File: config.mk
export PLATFORM = sky130hd
export DESIGN_NAME = bitop_unit
export DESIGN_NICKNAME = d
export VERILOG_FILES = /design/src/rtl/bitop_pkg.sv /design/src/rtl/bitop_modify.sv /design/src/rtl/bitop_scan.sv /design/src/rtl/bitop_unit.sv
export SDC_FILE = /design/constraint.sdc
export NUM_CORES = 1
export LEC_CHECK = 0
export BUFFER_PORTS_ARGS = -buffer_cell sky130_fd_sc_hd__buf_2
export CAP_MARGIN = 20
export CORE_AREA = 2 2 99 92
export CTS_BUF_LIST = sky130_fd_sc_hd__clkbuf_4 sky130_fd_sc_hd__clkbuf_8 sky130_fd_sc_hd__clkbuf_16
export CTS_CLUSTER_DIAMETER = 50
export DETAILED_ROUTE_END_ITERATION = 8
export DIE_AREA = 0 0 101 94
export PLACE_DENSITY = 0.86
export SLEW_MARGIN = 25
export SYNTH_ARGS = -nofsm -noshare
export SYNTH_HDL_FRONTEND = slang
export SYNTH_SLANG_ARGS = --single-unit
File: constraint.sdc
create_clock -name clk -period 2.6 [get_ports clk]
set_clock_uncertainty 0.1 [all_clocks]
set_input_delay 0.52 -clock clk [delete_from_list [all_inputs] [get_ports clk]]
set_output_delay 0.52 -clock clk [all_outputs]
set_load 0.02 [all_outputs]
File: src/rtl/bitop_pkg.sv
// Shared definitions for the bit test/modify/scan unit.
// Assumes the opcode field is three bits wide; codes 6 and 7 are reserved.
package bitop_pkg;

    typedef enum logic [2:0] {
        OP_TEST    = 3'd0,
        OP_CLEAR   = 3'd1,
        OP_SET     = 3'd2,
        OP_INVERT  = 3'd3,
        OP_SCAN_UP = 3'd4,
        OP_SCAN_DN = 3'd5
    } bitop_e;

    function automatic logic op_is_scan(input logic [2:0] code);
        return (code == OP_SCAN_UP) || (code == OP_SCAN_DN);
    endfunction

endpackage

File: src/rtl/bitop_modify.sv
// Selects one bit of the operand, reports whether it was zero, and writes
// back the operand with that bit kept, cleared, set or inverted.
// Assumes BITNUM_W >= clog2(DATA_W). In narrow mode only the low NARROW_W
// bits can be addressed, so upper bits always pass through unchanged.
module bitop_modify #(
    parameter int DATA_W   = 32,
    parameter int NARROW_W = 8,
    parameter int BITNUM_W = 8
) (
    input  logic [DATA_W-1:0]   operand,
    input  logic [BITNUM_W-1:0] bitnum,
    input  logic                wide,
    input  logic [2:0]          op,
    output logic [DATA_W-1:0]   result,
    output logic                was_zero
);
    import bitop_pkg::*;

    localparam int POS_W  = $clog2(DATA_W);
    localparam int NPOS_W = $clog2(NARROW_W);

    logic [POS_W-1:0]  pos;
    logic [DATA_W-1:0] sel_mask;

    // Reduce the bit number modulo the active width.
    always_comb begin
        if (wide) pos = bitnum[POS_W-1:0];
        else      pos = POS_W'(bitnum[NPOS_W-1:0]);
        sel_mask = DATA_W'(1) << pos;
    end

    // Sample the old bit and apply the requested write.
    always_comb begin
        was_zero = ((operand & sel_mask) == '0);
        case (op)
            OP_CLEAR:  result = operand & ~sel_mask;
            OP_SET:    result = operand | sel_mask;
            OP_INVERT: result = operand ^ sel_mask;
            default:   result = operand;
        endcase
    end

endmodule

File: src/rtl/bitop_scan.sv
// Priority search for the first set bit of the operand, restricted to the
// low HALF_W bits when wide is 0. REVERSE picks the search direction:
// 0 finds the lowest set bit, 1 the highest. The index is 0 when nothing
// is found.
module bitop_scan #(
    parameter int DATA_W  = 32,
    parameter int HALF_W  = 16,
    parameter bit REVERSE = 1'b0
) (
    input  logic                      operand_wide,
    input  logic [DATA_W-1:0]         operand,
    output logic [$clog2(DATA_W)-1:0] index,
    output logic                      found
);
    localparam int POS_W = $clog2(DATA_W);
    localparam logic [DATA_W-1:0] HALF_MASK = {{(DATA_W-HALF_W){1'b0}}, {HALF_W{1'b1}}};

    logic [DATA_W-1:0] view;

    // Clip the operand to the active scan width.
    always_comb view = operand_wide ? operand : (operand & HALF_MASK);

    generate
        if (REVERSE) begin : g_high_first
            // Ascending sweep: the last hit is the highest set bit.
            always_comb begin
                index = '0;
                for (int i = 0; i < DATA_W; i++)
                    if (view[i]) index = POS_W'(i);
            end
        end else begin : g_low_first
            // Descending sweep: the last hit is the lowest set bit.
            always_comb begin
                index = '0;
                for (int i = DATA_W - 1; i >= 0; i--)
                    if (view[i]) index = POS_W'(i);
            end
        end
    endgenerate

    // Any set bit in the view means the search succeeded.
    always_comb found = |view;

endmodule

File: src/rtl/bitop_unit.sv
// Top of the bit test/modify/scan unit. It combines the bit modifier and the
// two scan directions and registers one result per accepted request.
// Assumes one request per cycle. Results hold between requests, and only
// the valid strobe falls when the unit is idle.
module bitop_unit #(
    parameter int DATA_W   = 32,
    parameter int NARROW_W = 8,
    parameter int HALF_W   = 16,
    parameter int BITNUM_W = 8,
    localparam int POS_W   = $clog2(DATA_W)
) (
    input  logic                clk,
    input  logic                rst_n,
    input  logic                in_valid,
    input  logic [2:0]          in_op,
    input  logic                in_wide,
    input  logic [DATA_W-1:0]   in_operand,
    input  logic [BITNUM_W-1:0] in_bitnum,
    output logic                out_valid,
    output logic [DATA_W-1:0]   out_result,
    output logic                out_zero,
    output logic [POS_W-1:0]    out_index,
    output logic                out_empty
);
    import bitop_pkg::*;

    logic [DATA_W-1:0] mod_result;
    logic              mod_zero;
    logic [POS_W-1:0]  up_index, dn_index;
    logic              up_found, dn_found;

    logic [DATA_W-1:0] nxt_result;
    logic              nxt_zero, nxt_empty;
    logic [POS_W-1:0]  nxt_index;

    bitop_modify #(
        .DATA_W(DATA_W), .NARROW_W(NARROW_W), .BITNUM_W(BITNUM_W)
    ) u_modify (
        .operand (in_operand),
        .bitnum  (in_bitnum),
        .wide    (in_wide),
        .op      (in_op),
        .result  (mod_result),
        .was_zero(mod_zero)
    );

    bitop_scan #(
        .DATA_W(DATA_W), .HALF_W(HALF_W), .REVERSE(1'b0)
    ) u_scan_up (
        .operand_wide(in_wide),
        .operand     (in_operand),
        .index       (up_index),
        .found       (up_found)
    );

    bitop_scan #(
        .DATA_W(DATA_W), .HALF_W(HALF_W), .REVERSE(1'b1)
    ) u_scan_dn (
        .operand_wide(in_wide),
        .operand     (in_operand),
        .index       (dn_index),
        .found       (dn_found)
    );

    // Select the outcome that belongs to the requested operation.
    always_comb begin
        nxt_result = mod_result;
        nxt_zero   = mod_zero;
        nxt_index  = '0;
        nxt_empty  = 1'b0;
        if (in_op == OP_SCAN_UP) begin
            nxt_result = in_operand;
            nxt_index  = up_found ? up_index : '0;
            nxt_empty  = ~up_found;
            nxt_zero   = ~up_found;
        end else if (in_op == OP_SCAN_DN) begin
            nxt_result = in_operand;
            nxt_index  = dn_found ? dn_index : '0;
            nxt_empty  = ~dn_found;
            nxt_zero   = ~dn_found;
        end
    end

    // Register the strobe every cycle and the payload only on a request.
    always_ff @(posedge clk) begin
        if (!rst_n) begin
            out_valid  <= 1'b0;
            out_result <= '0;
            out_zero   <= 1'b0;
            out_index  <= '0;
            out_empty  <= 1'b0;
        end else begin
            out_valid <= in_valid;
            if (in_valid) begin
                out_result <= nxt_result;
                out_zero   <= nxt_zero;
                out_index  <= nxt_index;
                out_empty  <= nxt_empty;
            end
        end
    end

endmodule

# After elaboration in Yosys (flattened, before gate mapping)

Cells that the tools add are included.

Register bits: 40
Bits of input ports: 47
Output and inout bits: 40
Logic and storage cells: 95

Eq/ne operators: 5
Shift-type cells: 1
Muxes and demuxes: 76
Bitwise gates (word level): 6
Reductions and logical operators: 2

Operators by type and width:

| operator                                         | count |
|---|---|
| two-way mux 5 bit                                | 67 |
| two-way mux 32 bit                               | 3 |
| one-hot mux 32 bit (3 select lines)              | 1 |
| AND 32 bit                                       | 2 |
| logical NOT 32 bit                               | 1 |
| inverter 32 bit                                  | 1 |
| OR 32 bit                                        | 1 |
| OR reduction 32 bit                              | 1 |
| << shifter 1 x 5 -> 32 bit, first input constant | 1 |
| bitwise XOR 32 bit                               | 1 |
| == test 3 x 2 -> 1 bit, second input constant    | 2 |
| == test 3 bit, second input constant             | 2 |
| two-way mux 1 bit                                | 5 |
| == test 3 x 1 -> 1 bit, second input constant    | 1 |
| inverter 1 bit                                   | 1 |

# Longest topological paths before layout

Depth in word-level cells: 35
Gate-level depth with buffers: 10
Depth with buffers taken out: 9

# Hierarchy

Synthesis repeated with hierarchy kept, for this count alone.

Cells, all modules: 779
Area, all modules: 5611.6 um^2

Modules (own cells, without submodules):

| module                  | times used | cells an instance | area an instance (um^2) | sequential area each (um^2) |
|---|---|---|---|---|
| bitop_modify            | 1          | 428               | 3041.7                  | 0.0 |
| bitop_unit              | 1          | 212               | 1691.6                  | 800.8 |
| bitop_scan at u_scan_up | 1          | 71                | 480.5                   | 0.0 |
| bitop_scan at u_scan_dn | 1          | 68                | 397.9                   | 0.0 |

# Worst setup path before layout

OpenSTA, ideal clock, no wires.

Path type: input-to-reg
From: in in_wide
To: reg out_result[0]
Library setup time: 0.128 ns
Arrival: 1.965 ns
Data required time: 2.372 ns
Path slack: 0.407 ns
Cell stages on the path: 10
Buffers on the path: 1
Cells stage by stage: buf_4 -> o21ai_0 -> nor2b_1 -> nand2_1 -> ha_1 -> mux2_2 -> a21oi_1 -> o211ai_1 -> o21ai_1 -> nor2_1

Longest elaborated chain between the ends: 7
Elaborated cells on any way between the ends: 9
Those cells by class: 1 x shift; 4 x mux; 4 x bitwise

RTL lines:

| item                                  | line               | text |
|---|---|---|
| from (decl)                           | bitop_unit.sv:16   | `input logic in_wide,` |
| two-way mux 5 bit *                   | bitop_modify.sv:27 | `if (wide) pos = bitnum[POS_W-1:0];` |
| << shifter 1 x 5 -> 32 bit *          | bitop_modify.sv:29 | `sel_mask = DATA_W'(1) << pos;` |
| inverter 32 bit                       | bitop_modify.sv:36 | `OP_CLEAR: result = operand & ~sel_mask;` |
| AND 32 bit                            | bitop_modify.sv:36 |  |
| one-hot mux 32 bit (3 select lines) * | bitop_modify.sv:35 | `case (op)` |
| two-way mux 32 bit *                  | bitop_unit.sv:76   | `end else if (in_op == OP_SCAN_DN) begin` |
| two-way mux 32 bit *                  | bitop_unit.sv:71   | `if (in_op == OP_SCAN_UP) begin` |
| to (signal assigned)                  | bitop_unit.sv:95   | `out_result <= nxt_result;` |
| to (decl)                             | bitop_unit.sv:20   | `output logic [DATA_W-1:0] out_result,` |

Every way passes the cells marked *; elsewhere a longest branch is shown, timed or not.
A chain may end at the register's enable or synchronous reset.

# Final worst setup path

From: in in_bitnum[1]
To: reg out_zero

Longest elaborated chain between the ends: 6

RTL lines:

| item                       | line               | text |
|---|---|---|
| from (decl)                | bitop_unit.sv:18   | `input logic [BITNUM_W-1:0] in_bitnum,` |
| two-way mux 5 bit          | bitop_modify.sv:27 |  |
| << shifter 1 x 5 -> 32 bit | bitop_modify.sv:29 |  |
| AND 32 bit                 | bitop_modify.sv:34 | `was_zero = ((operand & sel_mask) == '0);` |
| logical NOT 32 bit         | bitop_modify.sv:34 |  |
| two-way mux 1 bit          | bitop_unit.sv:76   |  |
| two-way mux 1 bit          | bitop_unit.sv:71   |  |
| to (signal assigned)       | bitop_unit.sv:96   | `out_zero <= nxt_zero;` |
| to (decl)                  | bitop_unit.sv:21   | `output logic out_zero,` |

Every way passes these cells.

==> results.yml <==
floorplanning:
  design.die.area_um2: 9490
  start_util_pct: 56.8
  die_h_um: 94
  fp-row-count: 32
  num_io_pins: 87
  core_um2: 8410
  die_w_um: 101
clock_tree:
  clockBufferDepth: 2
  cts_root_buf: "clkbuf_8"
  clock-sinks: 40
  h-tree-depth: 2
  postCtsHoldBufs: 0
  clk_latency_ns: 0.31
  cts_tree: "built"
  ctsResizeCount: 0
  cts_made_buffers: 5
  clk_pin_slew_ns: 0.10
  post-cts-setup-buffers: 0
layout:
  multi_input_area_um2: 3560
  design_area_um2: 5470
  area_delta_synth_final_pct: 14.4
  layout-drive-gt1-share_pct: 20.9
  fin_nets: 871
  nFillCells: 742
  antenna_cells: 0
  final-seq-area_um2: 801
synth:
  synthArstFlopShare_pct: 0
  synth_seq_cells: 40
  synthTopCellsByArea: "ha_1 (25%), dfxtp_1 (17%), mux2_2 (7.5%)"
  syn_area_um2: 4780
  synthCells: 653
  yosysTopAreaCell: "ha_1"
  ys_seq_area_share_pct: 16.8
  ys_types: 48
  synth.most_common_cell: "ha_1"
  syn_area_per_cell_um2: 7.32
  yosysTopAreaCellShare_pct: 25.1
  ys.flop_type: "dfxtp_1"
  ys_top_cells_by_count: "ha_1 (96), nor2_1 (83), nand2_1 (72)"
  synth_edf_count: 0
  syn_nets: 796
  synth_warnings: 0
critical_path:
  critPathTopFamily: "simple AND/OR/NAND/NOR gates"
  start_kind: "input pin"
  path_buf_inv: 3
  path_class: "in -> reg"
  reg2reg_from: "out_index[1]"
  critPathCaptureType: "flip-flop"
  critPathRequiredTime_ns: 2.76
  reg2reg_slack_ns: 1.67
  crit_arrival_ns: 2.49
  worst_r2r_path_depth: 3
  critical-path-slowest-cell: "nor4_1"
  path_cells: "buf_2 > nand2b_1 > nor2_1 > buf_4 > nand2_1 > inv_1 > ha_1 > nor4_1 > nand4_1 > o32ai_1 > o21a_1"
  rr_endpoint: "out_index[1]"
  crit_path_max_fanout: 4
  critPathMaxStageDelay_ns: 0.47
  startpoint: "in_bitnum[1]"
run_status:
  status: "finished clean"
grt:
  track_usage_pct: 30.1
  grt_pass1_wl_um: 23000
  grt_pass1_vias: 4690
  antenna_found_initial: 0
  grt_max_degree: 49
  grt.overflow.total: 0
detailed_routing:
  drt_pre_antenna_iters: 5
  drc: 0
  totalWireLength_um: 14000
  drtIter0Drc: 373
  ant_nets: 0
  routed_via_density: 5.92
  wl_per_cell_um: 16.8
  vias: 4917
power_and_ir_drop:
  powerDensity_nw_per_um2: 347
  switching_power_mw: 0.702
  comb_power_share_pct: 34.7
  clkPwrFrac_pct: 29.7
  seqPwrFrac_pct: 35.6
  p_int_mw: 1.20
  swShare_pct: 37.0
  power.leakage_nw: 2.82
  vdd_drop_max_v: 0.000239
placement:
  pre_cts_ws_ns: -0.208
  dpl.hpwl_um: 10300
  port_buffers: 83
  dpl_cell_area_um2: 5350
  place_congestion: 0.989
sta:
  slew_viol_final: 0
  fin_crit_sh_pct: 89.5
  fmax_ghz: 0.430
  worst_pin_slew_ns: 0.693
  finalWorstSetupSlack_ns: 0.273
  hold_viol: 0
  slew_headroom_pct: 53.4
  fin_crit_ns: 2.33
  setup_viol: 0
  rsz0062_at_grt: "no"
job:
  drv_cap: 0
worst_hold_path:
  hp-start: "out_index[0]"
  whs_path_depth: 2
  hp-class: "reg -> reg"
  hold_end: "out_index[0]"
==> final cells by class <==
type,instances,area share (%)
clock buffers,5,1.26
clock inverters,3,0.847
inverters,68,4.67
multi-input cells,506,65.1
flip-flops and latches,40,14.6
well taps,102,2.33
repair buffers,107,11.1
==> registers in the layout (all words and copies together) (netlist names) <==
name        count
out_empty       1
out_index       5
out_zero        1
out_result     32
out_valid       1
==> logic make-up after synthesis <==
| logic type | Yosys count | share of synthesized area, % |
|---|---|---|
| compound gates | 162 | 21.6 |
| fa+ha+maj | 96 | 25.1 |
| buf+inv | 107 | 8.85 |
| flops | 40 | 16.8 |
| mux | 32 | 7.54 |
| simple gates | 216 | 20.2 |
==> metrics by stage <==
step	cells	util (%)	TNS (ns)	hold slack (ns)	power, mW
2_1_floorplan	653	-	0	0.443	1.09
3_3_place_gp	823	63.6	-1.07	0.354	1.31
3_5_place_dp	823	63.6	-1.29	0.362	1.33
4_1_cts	831	65.0	0	0.377	1.89
5_1_grt	831	65.0	0	0.393	2.00
6_report	831	65.0	0	0.374	1.90
==> cell usage in the layout, fill, tap and decap left out, types with 10 or more instances in the layout <==
master | Yosys | routed
ha_1 | 96 | 96
nor2_1 | 83 | 83
buf_2 | 5 | 83
nand2_1 | 72 | 72
inv_1 | 66 | 66
a21oi_1 | 46 | 46
dfxtp_1 | 40 | 40
o211ai_1 | 36 | 36
mux2_2 | 32 | 32
o21ai_1 | 28 | 28
buf_4 | 3 | 23
o21ai_0 | 15 | 15
nor4_1 | 13 | 13
nand2b_1 | 10 | 10
==> worst register-to-register path, delay by kind of cell, from the launching register on <==
| family | cells | cell delay, ns |
|---|---|---|
| compound gates | 2 | 0.27 |
| flops | 1 | 0.32 |
| simple gates | 1 | 0.12 |
==> power groups by stage <==
stage	clock network, mW	logic, mW	registers, mW
2_1_floorplan	0	0.353	0.741
3_3_place_gp	0	0.622	0.688
3_5_place_dp	0	0.646	0.689
4_1_cts	0.566	0.652	0.675
5_1_grt	0.591	0.729	0.681
6_report	0.564	0.658	0.676
==> metal layers <==
metal  wire [um]  up-vias  global-route usage (%)
li1            -     2390                       -
met1        6000     2304                    39.3
met2        6700      197                    51.7
met3         999       26                    3.87
met4         254        0                    8.67
met5           0        -                       0
==> how the worst max path moves through the flow <==
| stage | endpoint | slack (ns) | cells past startpoint |
|---|---|---|---|
| 6_report | out_zero | 0.27 | 11 |
| 5_1_grt | out_zero | 0.10 | 11 |
| 4_1_cts | out_result[27] | 0.11 | 9 |
| 3_5_place_dp | out_result[27] | -0.21 | 9 |
| 3_3_place_gp | out_result[27] | -0.15 | 9 |
| 2_1_floorplan | out_result[0] | 0.41 | 10 |
Note: power is estimated with default switching activity, not from simulation.
